## src/rtl/spc_pkg.sv

```systemverilog
package spc_pkg;
  localparam int DATA_W = 16;
  localparam int DIV_W  = 10;
  localparam int LEN_W  = $clog2(DATA_W);
  localparam int EDGE_W = LEN_W + 2;

  // one attribute set, laid out exactly as the configuration word
  typedef struct packed {
    logic [DIV_W-1:0] div;
    logic [LEN_W-1:0] len_m1;
    logic             cpha;
    logic             cpol;
  } attr_t;

  typedef enum logic [1:0] {E_IDLE, E_SHIFT, E_TRAIL} eng_state_t;
endpackage

```

## src/rtl/spc_fifo.sv

```systemverilog
module spc_fifo #(
  parameter int W     = 8,
  parameter int DEPTH = 4,
  localparam int PW   = $clog2(DEPTH)
) (
  input  logic         clk,
  input  logic         rst,
  input  logic         wr_en,
  input  logic [W-1:0] wr_data,
  input  logic         rd_en,
  output logic [W-1:0] rd_data,
  output logic         full,
  output logic         empty
);
  logic [W-1:0] mem [DEPTH];
  logic [PW-1:0] wp, rp;
  logic [PW:0]   cnt;
  logic do_wr, do_rd;

  assign full    = (cnt == (PW+1)'(DEPTH));
  assign empty   = (cnt == '0);
  assign do_wr   = wr_en && !full;
  assign do_rd   = rd_en && !empty;
  assign rd_data = mem[rp];

  always_ff @(posedge clk) begin
    if (do_wr) mem[wp] <= wr_data;
  end

  always_ff @(posedge clk) begin
    if (rst) begin
      wp  <= '0;
      rp  <= '0;
      cnt <= '0;
    end else begin
      if (do_wr) wp <= wp + 1'b1;
      if (do_rd) rp <= rp + 1'b1;
      if (do_wr && !do_rd) cnt <= cnt + 1'b1;
      else if (do_rd && !do_wr) cnt <= cnt - 1'b1;
    end
  end

  AST_NO_OVERFLOW: assert property (@(posedge clk) disable iff (rst)
    (wr_en && full && !rd_en) |=> (full && $stable(wp))) else $error("write into full queue");
  AST_NO_UNDERFLOW: assert property (@(posedge clk) disable iff (rst)
    (rd_en && empty && !wr_en) |=> (empty && $stable(rp))) else $error("read from empty queue");
endmodule

```

## src/rtl/spc_attr_bank.sv

```systemverilog
module spc_attr_bank
  import spc_pkg::*;
#(
  parameter int NUM_SETS = 8,
  parameter int AW       = 4,
  parameter int SEL_W    = 3
) (
  input  logic             clk,
  input  logic             rst,
  input  logic             we,
  input  logic [AW-1:0]    addr,
  input  attr_t            wdata,
  input  logic             lock,
  input  logic [SEL_W-1:0] sel,
  output attr_t            rd
);
  attr_t bank [NUM_SETS];
  logic  wr_hit;

  assign wr_hit = we && !lock && (addr < AW'(NUM_SETS));
  assign rd     = bank[sel];

  always_ff @(posedge clk) begin
    if (rst) begin
      for (int i = 0; i < NUM_SETS; i++) bank[i] <= '0;
    end else if (wr_hit) begin
      bank[addr[SEL_W-1:0]] <= wdata;
    end
  end

  for (genvar g = 0; g < NUM_SETS; g++) begin : g_lock_chk
    AST_ATTR_LOCK: assert property (@(posedge clk) disable iff (rst)
      (we && lock) |=> $stable(bank[g])) else $error("attribute changed while running");
  end
endmodule

```

## src/rtl/spc_shifter.sv

```systemverilog
module spc_shifter
  import spc_pkg::*;
(
  input  logic              clk,
  input  logic              rst,
  input  logic              en,
  input  logic              start,
  input  attr_t             attr,
  input  logic [DATA_W-1:0] tx_word,
  input  logic              miso,
  output logic              sck,
  output logic              mosi,
  output logic              cs_n,
  output logic              idle,
  output logic              done,
  output logic [DATA_W-1:0] rx_word
);
  eng_state_t        state;
  logic [DIV_W-1:0]  cnt, div_q;
  logic [EDGE_W-1:0] edges;
  logic              cpha_q;
  logic [DATA_W-1:0] txs, rxs;

  logic [LEN_W-1:0]  lm;
  logic [LEN_W:0]    flen;
  logic [DATA_W-1:0] tinit;

  always_comb begin
    lm    = (attr.len_m1 < LEN_W'(3)) ? LEN_W'(3) : attr.len_m1;
    flen  = {1'b0, lm} + 1'b1;
    tinit = tx_word << ((LEN_W+1)'(DATA_W) - flen);
  end

  assign idle = (state == E_IDLE);

  always_ff @(posedge clk) begin
    done <= 1'b0;
    if (rst) begin
      state   <= E_IDLE;
      sck     <= 1'b0;
      mosi    <= 1'b0;
      cs_n    <= 1'b1;
      cnt     <= '0;
      div_q   <= '0;
      edges   <= '0;
      cpha_q  <= 1'b0;
      txs     <= '0;
      rxs     <= '0;
      rx_word <= '0;
    end else if (en) begin
      case (state)
        E_IDLE: if (start) begin
          cs_n   <= 1'b0;
          sck    <= attr.cpol;
          cpha_q <= attr.cpha;
          div_q  <= attr.div;
          cnt    <= attr.div;
          edges  <= {flen, 1'b0} - EDGE_W'(1);
          rxs    <= '0;
          if (attr.cpha) begin
            mosi <= 1'b0;
            txs  <= tinit;
          end else begin
            mosi <= tinit[DATA_W-1];
            txs  <= {tinit[DATA_W-2:0], 1'b0};
          end
          state <= E_SHIFT;
        end
        E_SHIFT: begin
          if (cnt != '0) begin
            cnt <= cnt - 1'b1;
          end else begin
            cnt <= div_q;
            sck <= ~sck;
            // odd remaining count marks a leading edge
            if (edges[0] ^ cpha_q) begin
              rxs <= {rxs[DATA_W-2:0], miso};
            end else begin
              mosi <= txs[DATA_W-1];
              txs  <= {txs[DATA_W-2:0], 1'b0};
            end
            if (edges == '0) state <= E_TRAIL;
            else edges <= edges - 1'b1;
          end
        end
        E_TRAIL: begin
          if (cnt != '0) begin
            cnt <= cnt - 1'b1;
          end else begin
            cs_n    <= 1'b1;
            done    <= 1'b1;
            rx_word <= rxs;
            state   <= E_IDLE;
          end
        end
        default: state <= E_IDLE;
      endcase
    end
  end

  AST_SCK_IN_FRAME: assert property (@(posedge clk) disable iff (rst)
    !$stable(sck) |-> !cs_n) else $error("sck moved outside a frame");
  AST_MDIS_HOLD: assert property (@(posedge clk) disable iff (rst)
    !en |=> ($stable(sck) && $stable(cs_n) && $stable(mosi))) else $error("pins moved while disabled");
  AST_DONE_AT_CS_RISE: assert property (@(posedge clk) disable iff (rst)
    done |-> $rose(cs_n)) else $error("word delivered away from frame end");
endmodule

```

## src/rtl/spc_master.sv

```systemverilog
module spc_master
  import spc_pkg::*;
#(
  parameter int NUM_SETS = 8,
  parameter int TX_DEPTH = 4,
  parameter int RX_DEPTH = 4,
  localparam int SEL_W   = $clog2(NUM_SETS),
  localparam int CFG_AW  = SEL_W + 1
) (
  input  logic              clk,
  input  logic              rst,
  input  logic              cfg_we,
  input  logic [CFG_AW-1:0] cfg_addr,
  input  logic [DATA_W-1:0] cfg_wdata,
  input  logic              dbg_req,
  input  logic              mdis,
  input  logic              tx_push,
  input  logic [SEL_W-1:0]  tx_cmd,
  input  logic [DATA_W-1:0] tx_data,
  output logic              tx_full,
  input  logic              rx_pop,
  output logic [DATA_W-1:0] rx_data,
  output logic              rx_empty,
  output logic              rx_ovf,
  output logic              running,
  output logic              sck,
  output logic              mosi,
  input  logic              miso,
  output logic              cs_n
);
  localparam int TXW = SEL_W + DATA_W;

  logic master_en, halt, freeze_en, run_q;
  logic stop_req, start, eng_en, eng_idle, eng_done, tx_empty, rx_full;
  logic [TXW-1:0]    tx_head;
  logic [DATA_W-1:0] rx_word;
  attr_t             cur_attr;

  assign eng_en   = !mdis;
  assign stop_req = halt || !master_en || (freeze_en && dbg_req);
  assign start    = eng_en && run_q && eng_idle && !stop_req && !tx_empty;
  assign running  = run_q;

  // control register, writable in any state
  always_ff @(posedge clk) begin
    if (rst) begin
      master_en <= 1'b0;
      halt      <= 1'b0;
      freeze_en <= 1'b0;
    end else if (cfg_we && cfg_addr == CFG_AW'(NUM_SETS)) begin
      master_en <= cfg_wdata[0];
      halt      <= cfg_wdata[1];
      freeze_en <= cfg_wdata[2];
    end
  end

  // run/stop machine: both directions only between frames
  always_ff @(posedge clk) begin
    if (rst) begin
      run_q <= 1'b0;
    end else if (eng_en) begin
      if (!run_q && !stop_req && !tx_empty) run_q <= 1'b1;
      else if (run_q && eng_idle && stop_req) run_q <= 1'b0;
    end
  end

  always_ff @(posedge clk) begin
    if (rst) rx_ovf <= 1'b0;
    else if (eng_done && rx_full) rx_ovf <= 1'b1;
  end

  spc_attr_bank #(.NUM_SETS(NUM_SETS), .AW(CFG_AW), .SEL_W(SEL_W)) attr_i (
    .clk(clk), .rst(rst), .we(cfg_we), .addr(cfg_addr), .wdata(attr_t'(cfg_wdata)),
    .lock(run_q), .sel(tx_head[DATA_W +: SEL_W]), .rd(cur_attr));

  spc_fifo #(.W(TXW), .DEPTH(TX_DEPTH)) txq_i (
    .clk(clk), .rst(rst), .wr_en(tx_push), .wr_data({tx_cmd, tx_data}),
    .rd_en(start), .rd_data(tx_head), .full(tx_full), .empty(tx_empty));

  spc_fifo #(.W(DATA_W), .DEPTH(RX_DEPTH)) rxq_i (
    .clk(clk), .rst(rst), .wr_en(eng_done), .wr_data(rx_word),
    .rd_en(rx_pop), .rd_data(rx_data), .full(rx_full), .empty(rx_empty));

  spc_shifter eng_i (
    .clk(clk), .rst(rst), .en(eng_en), .start(start), .attr(cur_attr),
    .tx_word(tx_head[DATA_W-1:0]), .miso(miso), .sck(sck), .mosi(mosi),
    .cs_n(cs_n), .idle(eng_idle), .done(eng_done), .rx_word(rx_word));

  AST_CS_NEEDS_RUN: assert property (@(posedge clk) disable iff (rst)
    $fell(cs_n) |-> $past(run_q)) else $error("frame began while stopped");
  AST_STOP_AT_BOUNDARY: assert property (@(posedge clk) disable iff (rst)
    $fell(run_q) |-> $past(eng_idle)) else $error("stopped inside a frame");
  AST_OVF_CAUSE: assert property (@(posedge clk) disable iff (rst)
    $rose(rx_ovf) |-> $past(eng_done && rx_full)) else $error("overflow flag without cause");
  AST_FREEZE_OFF: assert property (@(posedge clk) disable iff (rst)
    (!freeze_en && !halt && master_en && !mdis && run_q) |=> run_q) else $error("stopped without request");
endmodule

```

## config.mk

```make
export PLATFORM = sky130hd
export DESIGN_NAME = spc_master
export DESIGN_NICKNAME = d
export VERILOG_FILES = /design/src/rtl/spc_pkg.sv /design/src/rtl/spc_fifo.sv /design/src/rtl/spc_attr_bank.sv /design/src/rtl/spc_shifter.sv /design/src/rtl/spc_master.sv
export SDC_FILE = /design/constraint.sdc
export NUM_CORES = 1
export LEC_CHECK = 0
export ABC_AREA = 1
export BUFFER_PORTS_ARGS = -buffer_cell sky130_fd_sc_hd__buf_2
export CAP_MARGIN = 20
export CORE_MARGIN = 10
export CORE_UTILIZATION = 30
export CTS_BUF_LIST = sky130_fd_sc_hd__clkbuf_8 sky130_fd_sc_hd__clkbuf_16
export DETAILED_ROUTE_END_ITERATION = 8
export REMOVE_ABC_BUFFERS = 1
export SYNTH_ARGS = -nofsm -noshare
export SYNTH_HDL_FRONTEND = slang
export SYNTH_SLANG_ARGS = --single-unit
```

## constraint.sdc

```tcl
create_clock -name clk -period 2.8 [get_ports clk]
set_input_delay 0.28 -clock clk [delete_from_list [all_inputs] [get_ports clk]]
set_output_delay 0.28 -clock clk [all_outputs]
set_load 0.02 [all_outputs]
```

==> results.sh <==
export IMPL_status="complete, no violations"
export IMPL_syn_area_per_cell_um2=9.73
export IMPL_setup_tns_ns=0
export IMPL_ys_warn_count=0
export IMPL_gp_congestion=0.867
export IMPL_ir_worst_vdd_uv=372
export IMPL_start_util_pct=30.4
export IMPL_post_drt_wl_per_cell_um=15.9
export IMPL_worst_pin_slew_ns=0.931
export IMPL_rr_worst_depth=16
export IMPL_cp_max_fo=48
export IMPL_htree_num_levels=2
export IMPL_die_h_um=254
export IMPL_synthCells=1692
export IMPL_drt_pass1_iter_count=5
export IMPL_min_delay_start="cfg_wdata[12]"
export IMPL_numCtsBuffers=40
export IMPL_grtUsageTotal_pct=12.3
export IMPL_fin_cells=2536
export IMPL_r2r_end="eng_i.txs[2]"
export IMPL_synthArstFlopShare_pct=0
export IMPL_p_leak_nw=7.55
export IMPL_post_route_min_period_ns=2.58
export IMPL_yosysMostFrequentCell="nor2_1"
export IMPL_ys_seq_elements=372
export IMPL_numPortBuffers=69
export IMPL_clockBufferDepth=3
export IMPL_skew_ns=0.0218
export IMPL_required_ns=3.23
export IMPL_area_growth_pct=18.4
export IMPL_num_vias=12369
export IMPL_dp_cells=2437
export IMPL_synthFlopType="edfxtp_1"
export IMPL_design_core_area_um2=54100
export IMPL_drv_slew=0
export IMPL_drt_wl_total_um=40300
export IMPL_max_cap_violations=0
export IMPL_vias_per_cell=4.88
export IMPL_drive_above_1_share_pct=13.9
export IMPL_ys_seq_area_share_pct=61.5
export IMPL_grt_pass1_vias=11903
export IMPL_grt_use_met1_pct=16.0
export IMPL_die_area_um2=64700
export IMPL_antenna_found_initial=2
export IMPL_cts_tree="built"
export IMPL_clkSlewWorstSetupHoldPaths_ns=0.06
export IMPL_ys_top_cells_by_count="nor2_1 (291), edfxtp_1 (268), nand2_1 (207), o21ai_0 (154), nand3_1 (145)"
export IMPL_path_class="register to register"
export IMPL_critical_path_arrival_ns=3.01
export IMPL_grt_use_met2_pct=20.3
export IMPL_met3_usage_pct=2.43
export IMPL_final_antenna_net_count=0
export IMPL_io_pins=70
export IMPL_hold_path_depth=3
export IMPL_whs_endpoint="attr_i.bank[4][12]"
export IMPL_busiest_layer="met2"
export IMPL_max_freq_mhz=388
export IMPL_slew_headroom_pct=37.9
export IMPL_synth_edff_count=268
export IMPL_hold_viol=0
export IMPL_post_route_period_util_pct=92.2
export IMPL_hp_class="primary input to register"
export IMPL_drt_iter0_drc=994
export IMPL_crit_path_end_kind="register"
export IMPL_p_per_area_nw_per_um2=728
export IMPL_detailed_place_hpwl_um=26600
export IMPL_synth_largest_area_cell="edfxtp_1"
export IMPL_setup_viol=0
export IMPL_synth_area_leaders="edfxtp_1 (49%), dfxtp_1 (13%), nor2_1 (6.6%)"
export IMPL_grt_pass1_wl_um=64300
export IMPL_synth_area_um2=16500
export IMPL_synth_cell_types=48
export IMPL_r2r_setup_slack_ns=0.22
export IMPL_tritoncts_num_sinks=372
export IMPL_clk_latency_ns=0.57
export IMPL_rows=85
export IMPL_die_w_um=254
export IMPL_finish_net_count=1873
export IMPL_startpoint_type="register"
export IMPL_root_buffer="clkbuf_16"
export IMPL_grt_max_degree=56
export IMPL_yosys_area_top_type_share_pct=48.9
export IMPL_grt_ovfl_total=0
export IMPL_drc_errors=0
[critical path: stages (launching register included)]
cell and delay (ns):
dfxtp_4 0.37, inv_4 0.10, nand2_1 0.10, nand3_4 0.14, nand2_8 0.13, inv_2 0.15
buf_12 0.22, o21ai_0 0.10, o221ai_1 0.21, nand2_2 0.19, inv_2 0.14, nor2_1 0.05
buf_4 0.18, nand2_1 0.06, nor2_1 0.05, a211oi_1 0.20, nor2_1 0.06
[per-layer routing]
| layer | share of wire [%] | wire (um) | vias up |
|---|---|---|---|
| li1 | - | - | 6090 |
| met3 | 6.6 | 2640 | 63 |
| met1 | 45 | 18100 | 5912 |
| met4 | 2.2 | 877 | 2 |
| met5 | 0.020 | 8 | - |
| met2 | 46 | 18700 | 302 |
[flip-flops by register name, summed over array words and instances, names as in the netlist, 3 cells and up, named ones only]
signal / flops
attr_i.bank: 128
txq_i.mem: 76
rxq_i.mem: 64
eng_i.rx_word: 16
eng_i.rxs: 16
eng_i.txs: 16
eng_i.cnt: 10
eng_i.div_q: 10
eng_i.edges: 6
rxq_i.cnt: 3
txq_i.cnt: 3
[through the flow]
step	hold slack (ns)	worst slack, ns	util (%)	power, W	instance area (um^2)
2_1_floorplan	0.349	-0.904	-	0.00800	16100
3_3_place_gp	0.446	0.161	32.9	0.00883	17800
3_5_place_dp	0.450	0.0767	32.9	0.00888	17800
4_1_cts	0.0762	0.0373	35.8	0.0143	19400
5_1_grt	0.122	-0.0425	36.0	0.0149	19500
6_report	0.119	0.219	36.0	0.0142	19500
[worst max path at each step]
stage | start | endpoint | slack (ns) | cells past startpoint
global route | eng_i.state[1] | eng_i.edges[5] | -0.04 | 15
global placement | register | eng_i.txs[7] | 0.16 | 19
floorplan | register | eng_i.txs[7] | -0.90 | 20
CTS | register | eng_i.txs[7] | 0.04 | 20
detailed placement | register | eng_i.txs[7] | 0.08 | 20
finish | register | eng_i.txs[2] | 0.22 | 16
[logic make-up after synthesis]
logic type,after synthesis,synth area share (%)
xor+xnor,13,0.691
buf+inv,234,5.83
compound gates,360,12.3
fa+ha+maj,19,1.53
simple gates,694,18.1
flops,372,61.5
[where the power goes]
group / internal (W) / leakage [nW] / switching (W)
Combinational: 0.000832 / 3.38 / 0.00174
Clock: 0.00312 / 0.662 / 0.00223
Sequential: 0.00614 / 3.51 / 0.000126
Total: 0.0101 / 7.55 / 0.00409
[final cells by class]
type / instances / area (um^2)
inverter: 149 / 572
tap: 696 / 871
clock buffer: 41 / 1010
clock inverter: 33 / 319
antenna: 1 / 2.50
fill: 5329 / 34600
timing repair buffer: 157 / 1100
multi-input combinational: 1087 / 5480
sequential: 372 / 10100
[layout by cell type (no fill, tap or decap), types with 12 or more instances in the layout]
cell	synthesis	layout
buf_2	7	69
nor2_1	291	282
dlygate4sd3_1	0	20
o221ai_1	15	15
buf_4	5	62
inv_1	133	136
xor2_1	12	12
o21ai_0	154	154
nand3_1	145	143
o22ai_1	28	28
clkinv_1	8	16
nand2_1	207	206
edfxtp_1	268	268
dfxtp_1	104	102
a21oi_1	111	111
ha_1	17	17
clkbuf_16	0	40
[what timing repair did]
action                                  in CTS  in global routing
endpoints found under the hold margin       77                  0
resized for setup                            0                 25
endpoints found under the setup margin       0                 44
buffers inserted                             0                  3
hold buffers                                20                  0
Power figures use the tool's default switching activity.
